File: src/rtl/pdiv_pkg.sv
`timescale 1ns/1ps
package pdiv_pkg;
  localparam int CNT_W = 4;
  localparam int PO_W  = 4;
  localparam int DLY_W = ((PO_W > CNT_W) ? PO_W : CNT_W) + 1;

  typedef struct packed {
    logic [CNT_W-1:0] hi;
    logic [CNT_W-1:0] lo;
  } pdiv_ratio_t;
endpackage

File: src/rtl/pdiv_dly_calc.sv
`timescale 1ns/1ps
module pdiv_dly_calc
  import pdiv_pkg::*;
(
  input  logic             start_hi_i,
  input  logic [PO_W-1:0]  po_i,
  input  logic [CNT_W-1:0] lo_i,
  output logic [DLY_W-1:0] dly_o
);
  // start-high adds the low phase plus one cycle on top of the offset
  always_comb begin
    if (start_hi_i) dly_o = DLY_W'(po_i) + DLY_W'(lo_i) + DLY_W'(1);
    else            dly_o = DLY_W'(po_i);
  end
endmodule

File: src/rtl/pdiv_cfg_hold.sv
`timescale 1ns/1ps
module pdiv_cfg_hold
  import pdiv_pkg::*;
(
  input  logic        clk_i,
  input  logic        rst_ni,
  input  logic        load_i,
  input  pdiv_ratio_t ratio_i,
  output pdiv_ratio_t ratio_o
);
  pdiv_ratio_t ratio_q;

  always_ff @(posedge clk_i or negedge rst_ni) begin
    if (!rst_ni)     ratio_q <= '0;
    else if (load_i) ratio_q <= ratio_i;
  end

  assign ratio_o = ratio_q;
endmodule

File: src/rtl/pdiv_core.sv
`timescale 1ns/1ps
module pdiv_core
  import pdiv_pkg::*;
(
  input  logic             clk_i,
  input  logic             rst_ni,
  input  logic             hold_i,
  input  logic [DLY_W-1:0] dly_i,
  input  logic [CNT_W-1:0] hi_i,
  input  logic [CNT_W-1:0] lo_i,
  output logic             div_o
);
  logic             out_q;
  logic             run_q;
  logic [DLY_W-1:0] dly_q;
  logic [CNT_W-1:0] cnt_q;

  always_ff @(posedge clk_i or negedge rst_ni) begin
    if (!rst_ni) begin
      out_q <= 1'b0;
      run_q <= 1'b0;
      dly_q <= '0;
      cnt_q <= '0;
    end else if (hold_i) begin
      out_q <= 1'b0;
      run_q <= 1'b0;
      dly_q <= dly_i;
      cnt_q <= '0;
    end else if (!run_q) begin
      if (dly_q == '0) begin
        out_q <= 1'b1;
        run_q <= 1'b1;
        cnt_q <= hi_i;
      end else begin
        dly_q <= dly_q - DLY_W'(1);
      end
    end else if (cnt_q == '0) begin
      out_q <= ~out_q;
      cnt_q <= out_q ? lo_i : hi_i;
    end else begin
      cnt_q <= cnt_q - CNT_W'(1);
    end
  end

  assign div_o = out_q;

  // checker state: segment length and wait since release
  logic             lvl_q;
  logic [CNT_W:0]   seg_q;
  logic [DLY_W-1:0] dly_cap_q;
  logic [DLY_W:0]   wait_q;

  always_ff @(posedge clk_i or negedge rst_ni) begin
    if (!rst_ni) begin
      lvl_q     <= 1'b0;
      seg_q     <= '0;
      dly_cap_q <= '0;
      wait_q    <= '0;
    end else begin
      lvl_q <= out_q;
      seg_q <= (out_q != lvl_q) ? (CNT_W+1)'(1) : seg_q + (CNT_W+1)'(1);
      if (hold_i) begin
        dly_cap_q <= dly_i;
        wait_q    <= '0;
      end else if (!run_q) begin
        wait_q <= wait_q + (DLY_W+1)'(1);
      end
    end
  end

  AST_HOLD_LOW: assert property (@(posedge clk_i) disable iff (!rst_ni)
    hold_i |=> !div_o);

  AST_HI_LEN: assert property (@(posedge clk_i) disable iff (!rst_ni)
    (run_q && lvl_q && !div_o) |-> (seg_q == {1'b0, hi_i} + (CNT_W+1)'(1)));

  AST_LO_LEN: assert property (@(posedge clk_i) disable iff (!rst_ni)
    (run_q && $past(run_q) && !lvl_q && div_o) |-> (seg_q == {1'b0, lo_i} + (CNT_W+1)'(1)));

  AST_FIRST_RISE: assert property (@(posedge clk_i) disable iff (!rst_ni)
    $rose(run_q) |-> (wait_q == {1'b0, dly_cap_q} + (DLY_W+1)'(1)));
endmodule

File: src/rtl/phase_clk_div.sv
`timescale 1ns/1ps
module phase_clk_div
  import pdiv_pkg::*;
#(
  parameter int NUM_CH = 4
) (
  input  logic                    clk_i,
  input  logic                    rst_ni,
  input  logic                    sync_i,
  input  logic                    sync_sw_i,
  input  logic [NUM_CH-1:0]       excl_i,
  input  logic [NUM_CH-1:0]       start_hi_i,
  input  logic [NUM_CH*PO_W-1:0]  phase_i,
  input  logic [NUM_CH*CNT_W-1:0] hi_cnt_i,
  input  logic [NUM_CH*CNT_W-1:0] lo_cnt_i,
  output logic [NUM_CH-1:0]       clk_o
);
  logic sync_req;
  assign sync_req = sync_i | sync_sw_i;

  for (genvar c = 0; c < NUM_CH; c++) begin : g_ch
    logic             hold;
    pdiv_ratio_t      live_r;
    pdiv_ratio_t      held_r;
    logic [DLY_W-1:0] dly;

    assign hold      = sync_req & ~excl_i[c];
    assign live_r.hi = hi_cnt_i[c*CNT_W +: CNT_W];
    assign live_r.lo = lo_cnt_i[c*CNT_W +: CNT_W];

    pdiv_dly_calc u_dly (
      .start_hi_i (start_hi_i[c]),
      .po_i       (phase_i[c*PO_W +: PO_W]),
      .lo_i       (live_r.lo),
      .dly_o      (dly)
    );

    pdiv_cfg_hold u_cfg (
      .clk_i   (clk_i),
      .rst_ni  (rst_ni),
      .load_i  (hold),
      .ratio_i (live_r),
      .ratio_o (held_r)
    );

    pdiv_core u_core (
      .clk_i  (clk_i),
      .rst_ni (rst_ni),
      .hold_i (hold),
      .dly_i  (dly),
      .hi_i   (held_r.hi),
      .lo_i   (held_r.lo),
      .div_o  (clk_o[c])
    );
  end
endmodule

File: config.mk
export PLATFORM = sky130hd
export DESIGN_NAME = phase_clk_div
export DESIGN_NICKNAME = d
export VERILOG_FILES = /design/src/rtl/pdiv_pkg.sv /design/src/rtl/pdiv_dly_calc.sv /design/src/rtl/pdiv_cfg_hold.sv /design/src/rtl/pdiv_core.sv /design/src/rtl/phase_clk_div.sv
export SDC_FILE = /design/constraint.sdc
export NUM_CORES = 1
export LEC_CHECK = 0
export ABC_AREA = 1
export ABC_CLOCK_PERIOD_IN_PS = 3300
export BUFFER_PORTS_ARGS = -buffer_cell sky130_fd_sc_hd__buf_2
export CORE_ASPECT_RATIO = 1.75
export CORE_MARGIN = 5
export CORE_UTILIZATION = 35
export CTS_BUF_LIST = sky130_fd_sc_hd__clkbuf_4 sky130_fd_sc_hd__clkbuf_8
export CTS_CLUSTER_DIAMETER = 100
export DETAILED_ROUTE_END_ITERATION = 16
export HOLD_SLACK_MARGIN = 0.15
export SETUP_SLACK_MARGIN = 0.05
export SLEW_MARGIN = 40
export SYNTH_ARGS = -nofsm -noshare
export SYNTH_HDL_FRONTEND = slang
export SYNTH_HIERARCHICAL = 1
export SYNTH_SLANG_ARGS = --single-unit
File: constraint.sdc
create_clock -name clk_i -period 3.3 [get_ports clk_i]
set_input_delay 0.66 -clock clk_i [delete_from_list [all_inputs] [get_ports clk_i]]
set_output_delay 0.66 -clock clk_i [all_outputs]
set_load 0.01 [all_outputs]
# Word-level counts from Yosys, hierarchy flattened
# Cells that the tools add are included.
# totals
reg_bits	76
inputBits	60
out_inout_bits	4
# classes
bitwise_logic	13
muxes	64
reduce_logical	20
n_addsub	16
eq_ne	12
# op_table
cell	n
two-way mux 4 bit	20
two-way mux 5 bit	16
two-way mux 1 bit	28
adder 4 x 4 -> 5 bit	4
adder 5 x 1 -> 5 bit (second input constant)	4
zero test 5 bit	4
subtractor 5 x 1 -> 5 bit (second input constant)	4
zero test 4 bit	4
!= test 2 bit (second input constant)	8
AND reduction 2 bit	8
subtractor 4 x 1 -> 4 bit (second input constant)	4
!= test 3 bit (second input constant)	4
nonzero test 3 bit	4
inverter 1 bit	8
bitwise AND 1 bit	4
OR 1 bit	1

# Depth between registers and ports, before layout
# logic_depth
ltp_word	4
depth_mapped	11
depth_no_buf	11

# By module
# The synthesis kept the hierarchy.
# by_module_without_submodules
mod	cells_each	instances	seq_area_each_um2	area_per_inst_um2
pdiv_core	108	4	275.3	763.2
pdiv_cfg_hold	34	4	200.2	305.3
pdiv_dly_calc	30	4	0.0	183.9
phase_clk_div	5	1	0.0	21.3

# Worst setup path before layout
# OpenSTA, ideal clock, no wires.
# synth_path
path_type	input to register
from	input port phase_i[0]
to	register g_ch[0].u_core.dly_q[2]
setup_time_ns	0.076
path_buffers	0
path_stages	9
required_ns	3.224
slack_ns	1.428
arrival_time_ns	1.795
path_cell_list	inv_1 ha_1 fa_1 xor2_1 o21ai_0 nand2_1 nand2_1 nand2_1 o21ai_1
# synth_via
elab_chain_len	4
# synth_lines
item	line_no	source
start, declared	phase_clk_div.sv:13	input logic [NUM_CH*PO_W-1:0] phase_i,
adder 4 x 4 -> 5 bit	pdiv_dly_calc.sv:12	if (start_hi_i) dly_o = DLY_W'(po_i) + DLY_W'(lo_i) + DLY_W'(1);
adder 5 x 1 -> 5 bit	pdiv_dly_calc.sv:12	
two-way mux 5 bit	pdiv_dly_calc.sv:12	
named net g_ch[0].dly[2]	phase_clk_div.sv:25	logic [DLY_W-1:0] dly;
two-way mux 5 bit	pdiv_core.sv:24	end else if (hold_i) begin
end signal, assigned	pdiv_core.sv:27	dly_q <= dly_i;
end signal, assigned	pdiv_core.sv:35	dly_q <= dly_q - DLY_W'(1);
end, declared	pdiv_core.sv:15	logic [DLY_W-1:0] dly_q;
# The timed path passes the listed nets, and every way through them passes these cells.
# A chain may end at the register's enable or synchronous reset.

# Worst setup path in the final report
# Ends and elaborated chain as after synthesis.

==> run_results.csv <==
group,metric,value,unit
critical_path,reg2reg_slack,1860,ps
detailed_routing,drt-pass1-iter-count,4,
power_and_ir_drop,intPower,2380,uW
critical_path,rr_worst_depth,9,
hold_path,holdCritPathClass,"input port to asynchronous set/reset pin",
critical_path,critPathSlowestCell,"fa_1",
floorplan,rows,58,
yosys,synth_simple_gate_area_frac,0.327,
critical_path,r2r_end,"g_ch[2].u_core/div_o",
detailed_routing,wl_per_cell,11.6,um
yosys,synth_area_per_cell,7.26,um^2
floorplan,core_region_area,0.0142,mm^2
placed_design,post-dp-hpwl,8830,um
yosys,synth_edf_count,0,
yosys,synth_xor_area_frac,0.0139,
yosys,yosys.area_share.adder,0.0856,
clock_network,cts_buffers,9,
clock_network,cts_resized,0,
grt,grt_pass1_wl,18800,um
power_and_ir_drop,switching_share,0.422,
yosys,async_reset_ff_frac,1.00,
clock_network,cts_htree_levels,3,
detailed_routing,totalWireLength,11100,um
timing,period_share,0.514,
run,drv_cap,0,
clock_network,cts_tree,"done",
finish,drive_gt1_frac,0.192,
outcome,outcome,"completed",
critical_path,path_delay_family,"adder cells",
placed_design,dpl_cell_area,0.00558,mm^2
yosys,synth_mux_area_frac,0,
grt,grt_pass1_vias,4347,
timing,relSlewSlack,0.648,
power_and_ir_drop,pwr-share-seq,0.363,
power_and_ir_drop,p_leak,0.00311,uW
yosys,syn_inst,693,
yosys,synthFlopType,"dfrtp_1",
yosys,synth_compound_area_frac,0.112,
placed_design,post-place-cells,937,
timing,worst_pin_slew,526,ps
critical_path,worst_ep_required_time,3580,ps
critical_path,worstSetupPathType,"input port to flip-flop",
timing,setup_tns,0,ps
timing,final_max_slew_viol_count,0,
timing,finClkSkew,8.66,ps
critical_path,r2r_start,"g_ch[2].u_core/dly_q[0]",
power_and_ir_drop,p_per_area,709,mW/mm^2
grt,grt_overflow,0,
floorplan,ios,64,
detailed_routing,drt_iter0_drc,75,
yosys,synth_nets,785,
critical_path,end_kind,"flip-flop",
finish,fill_cells,1585,
yosys,ys_ff_latch,76,
finish,syn_to_final_growth,15.3,%
detailed_routing,drc_errors,0,
yosys,yosys.cell_types.count,26,
finish,n_antenna_cell,0,
detailed_routing,viasPerCell,4.65,
critical_path,critical_path_arrival,1970,ps
power_and_ir_drop,power,4120,uW
critical_path,crit_chain,"buf_2, inv_1, ha_1, fa_1, xor2_1, o21ai_0, nand2_1, nand2_1, nand2_1, o21ai_1",
clock_network,cts_setup_buffers,0,
clock_network,clockBufferDepth,2,
critical_path,cp_common_cell,"nand2_1",
yosys,yosysSeqAreaShare,0.378,
power_and_ir_drop,p_clk_frac,0.196,
placed_design,numPortBuffers,63,
timing,clock.fmax,590,MHz
finish,multi_input_area,0.00271,mm^2
floorplan,die_height,169,um
clock_network,cts_root_buf,"clkbuf_8",
yosys,synth_area,0.00503,mm^2
timing,finalHoldViolCount,0,
clock_network,cts_hold_buffers,0,
timing,finalSetupViolCount,0,
power_and_ir_drop,combPwrFrac,0.442,
timing,rsz0062_at_grt,"no",
grt,grtUsageTotal,0.136,
floorplan,die-area,0.0170,mm^2
power_and_ir_drop,power.net_switching,1740,uW
finish,fin_area,0.00580,mm^2
finish,seq_area,0.00190,mm^2
critical_path,slowest_delay,400,ps
grt,antenna_found_initial,0,
floorplan,start_util,0.354,
critical_path,cp_max_fo,2,
critical_path,cp_num_buf_inv,2,
clock_network,clock_latency,350,ps
detailed_routing,route.antenna.remaining_nets,0,
finish,final_cells,952,
finish,nNetsFinal,860,
floorplan,die_w,101,um
critical_path,critPathLaunchType,"input port",
clock_network,clkTransAtPathRegs,80,ps
placed_design,place_congestion,0.820,
grt,grt_start_max_net_pins,40,
detailed_routing,vias,4427,
timing,period_needed,1700,ps
finish,postLayoutCoreUtil,0.408,
yosys,yosys_warnings,6,
yosys,synth_top_family_by_area,"simple AND/OR/NAND/NOR gates",
power_and_ir_drop,vdd_drop_max,0.000208,V
clock_network,clock_sinks,76,
## power by group through the flow
stage | clock network [uW] | registers, uW | logic [uW]
2_1_floorplan | 0 | 1460 | 1460
3_3_place_gp | 0 | 1520 | 1810
3_5_place_dp | 0 | 1520 | 1830
4_1_cts | 836 | 1500 | 1840
5_1_grt | 871 | 1540 | 2110
6_report | 805 | 1490 | 1820
## worst register-to-register path, delay by kind of cell (launching register included)
family	cells	cell delay [ps]
buffers and inverters	2	170
adders and majority gates	1	200
AOI/OAI and AO/OA	2	150
and+or+nand+nor	4	430
DFF	1	380
## state kept, by name, indices dropped and copies added, names as in the netlist
signal	count
g_ch.u_core/div_o	4
g_ch.u_core/run_q	4
g_ch.u_core/cnt_q	16
g_ch.u_core/dly_q	20
g_ch.u_cfg/ratio_o	32
## final cells by class
cell class / instances / share of cell area
clock buffers: 11 / 0.0261
clock inverters: 4 / 0.0125
inverters: 96 / 0.0647
multi-input cells: 517 / 0.467
flip-flops and latches: 76 / 0.328
well taps: 180 / 0.0388
repair buffers: 68 / 0.0634
## cell usage after synthesis (5+ instances only)
master / n / area share
nand3_1: 44 / 0.044
nand2_2: 16 / 0.020
dfrtp_1: 76 / 0.38
o21ai_1: 32 / 0.032
inv_2: 20 / 0.015
inv_1: 68 / 0.051
ha_1: 28 / 0.070
nor2_2: 5 / 0.0062
a21oi_1: 28 / 0.028
o21ai_0: 40 / 0.040
nand2_1: 216 / 0.16
nor2_1: 64 / 0.048
## kinds of logic after synthesis
group,count (synthesis)
buffers and inverters,100
adder cells (fa/ha/maj),32
AND/OR/NAND/NOR,369
XOR/XNOR,8
AO/OA/AOI/OAI,108
flip-flops,76
## through the flow
step | setup slack (ps) | hold slack (ps)
floorplan | 1430 | 364
global placement | 1250 | 457
detailed placement | 1230 | 458
CTS | 1570 | 268
global route | 1480 | 293
finish | 1600 | 268
## routing by layer
metal,track usage,vias to the layer above,part of all wire
li1,-,2353,-
met5,0,-,0
met1,0.136,2018,0.39
met2,0.269,46,0.57
met3,0.0177,10,0.020
met4,0.0592,0,0.019
## worst max path at each step
stage / from / end / slack, ps / cells past startpoint
floorplan: phase_i[0] / g_ch[0].u_core/dly_q[2] / 1430 / 9
CTS: g_ch[2].u_core/div_o / clk_o[2] / 1570 / 1
finish: phase_i[0] / g_ch[0].u_core/dly_q[2] / 1600 / 10
detailed placement: phase_i[8] / g_ch[2].u_core/dly_q[4] / 1230 / 8
global route: lo_cnt_i[12] / g_ch[3].u_core/dly_q[2] / 1480 / 10
global placement: phase_i[8] / g_ch[2].u_core/dly_q[4] / 1250 / 8
## cell usage in the layout (no fill, tap or decap), drive strengths merged, types with 11 or more instances in the layout
master  Yosys  routed
nand2     236     236
inv        92      92
dfrtp      76      76
o21ai      76      76
nor2       73      73
buf         4      68
nand3      48      48
a21oi      28      28
ha         28      28
clkbuf      0      11
Note: power is estimated with default switching activity, not from simulation.
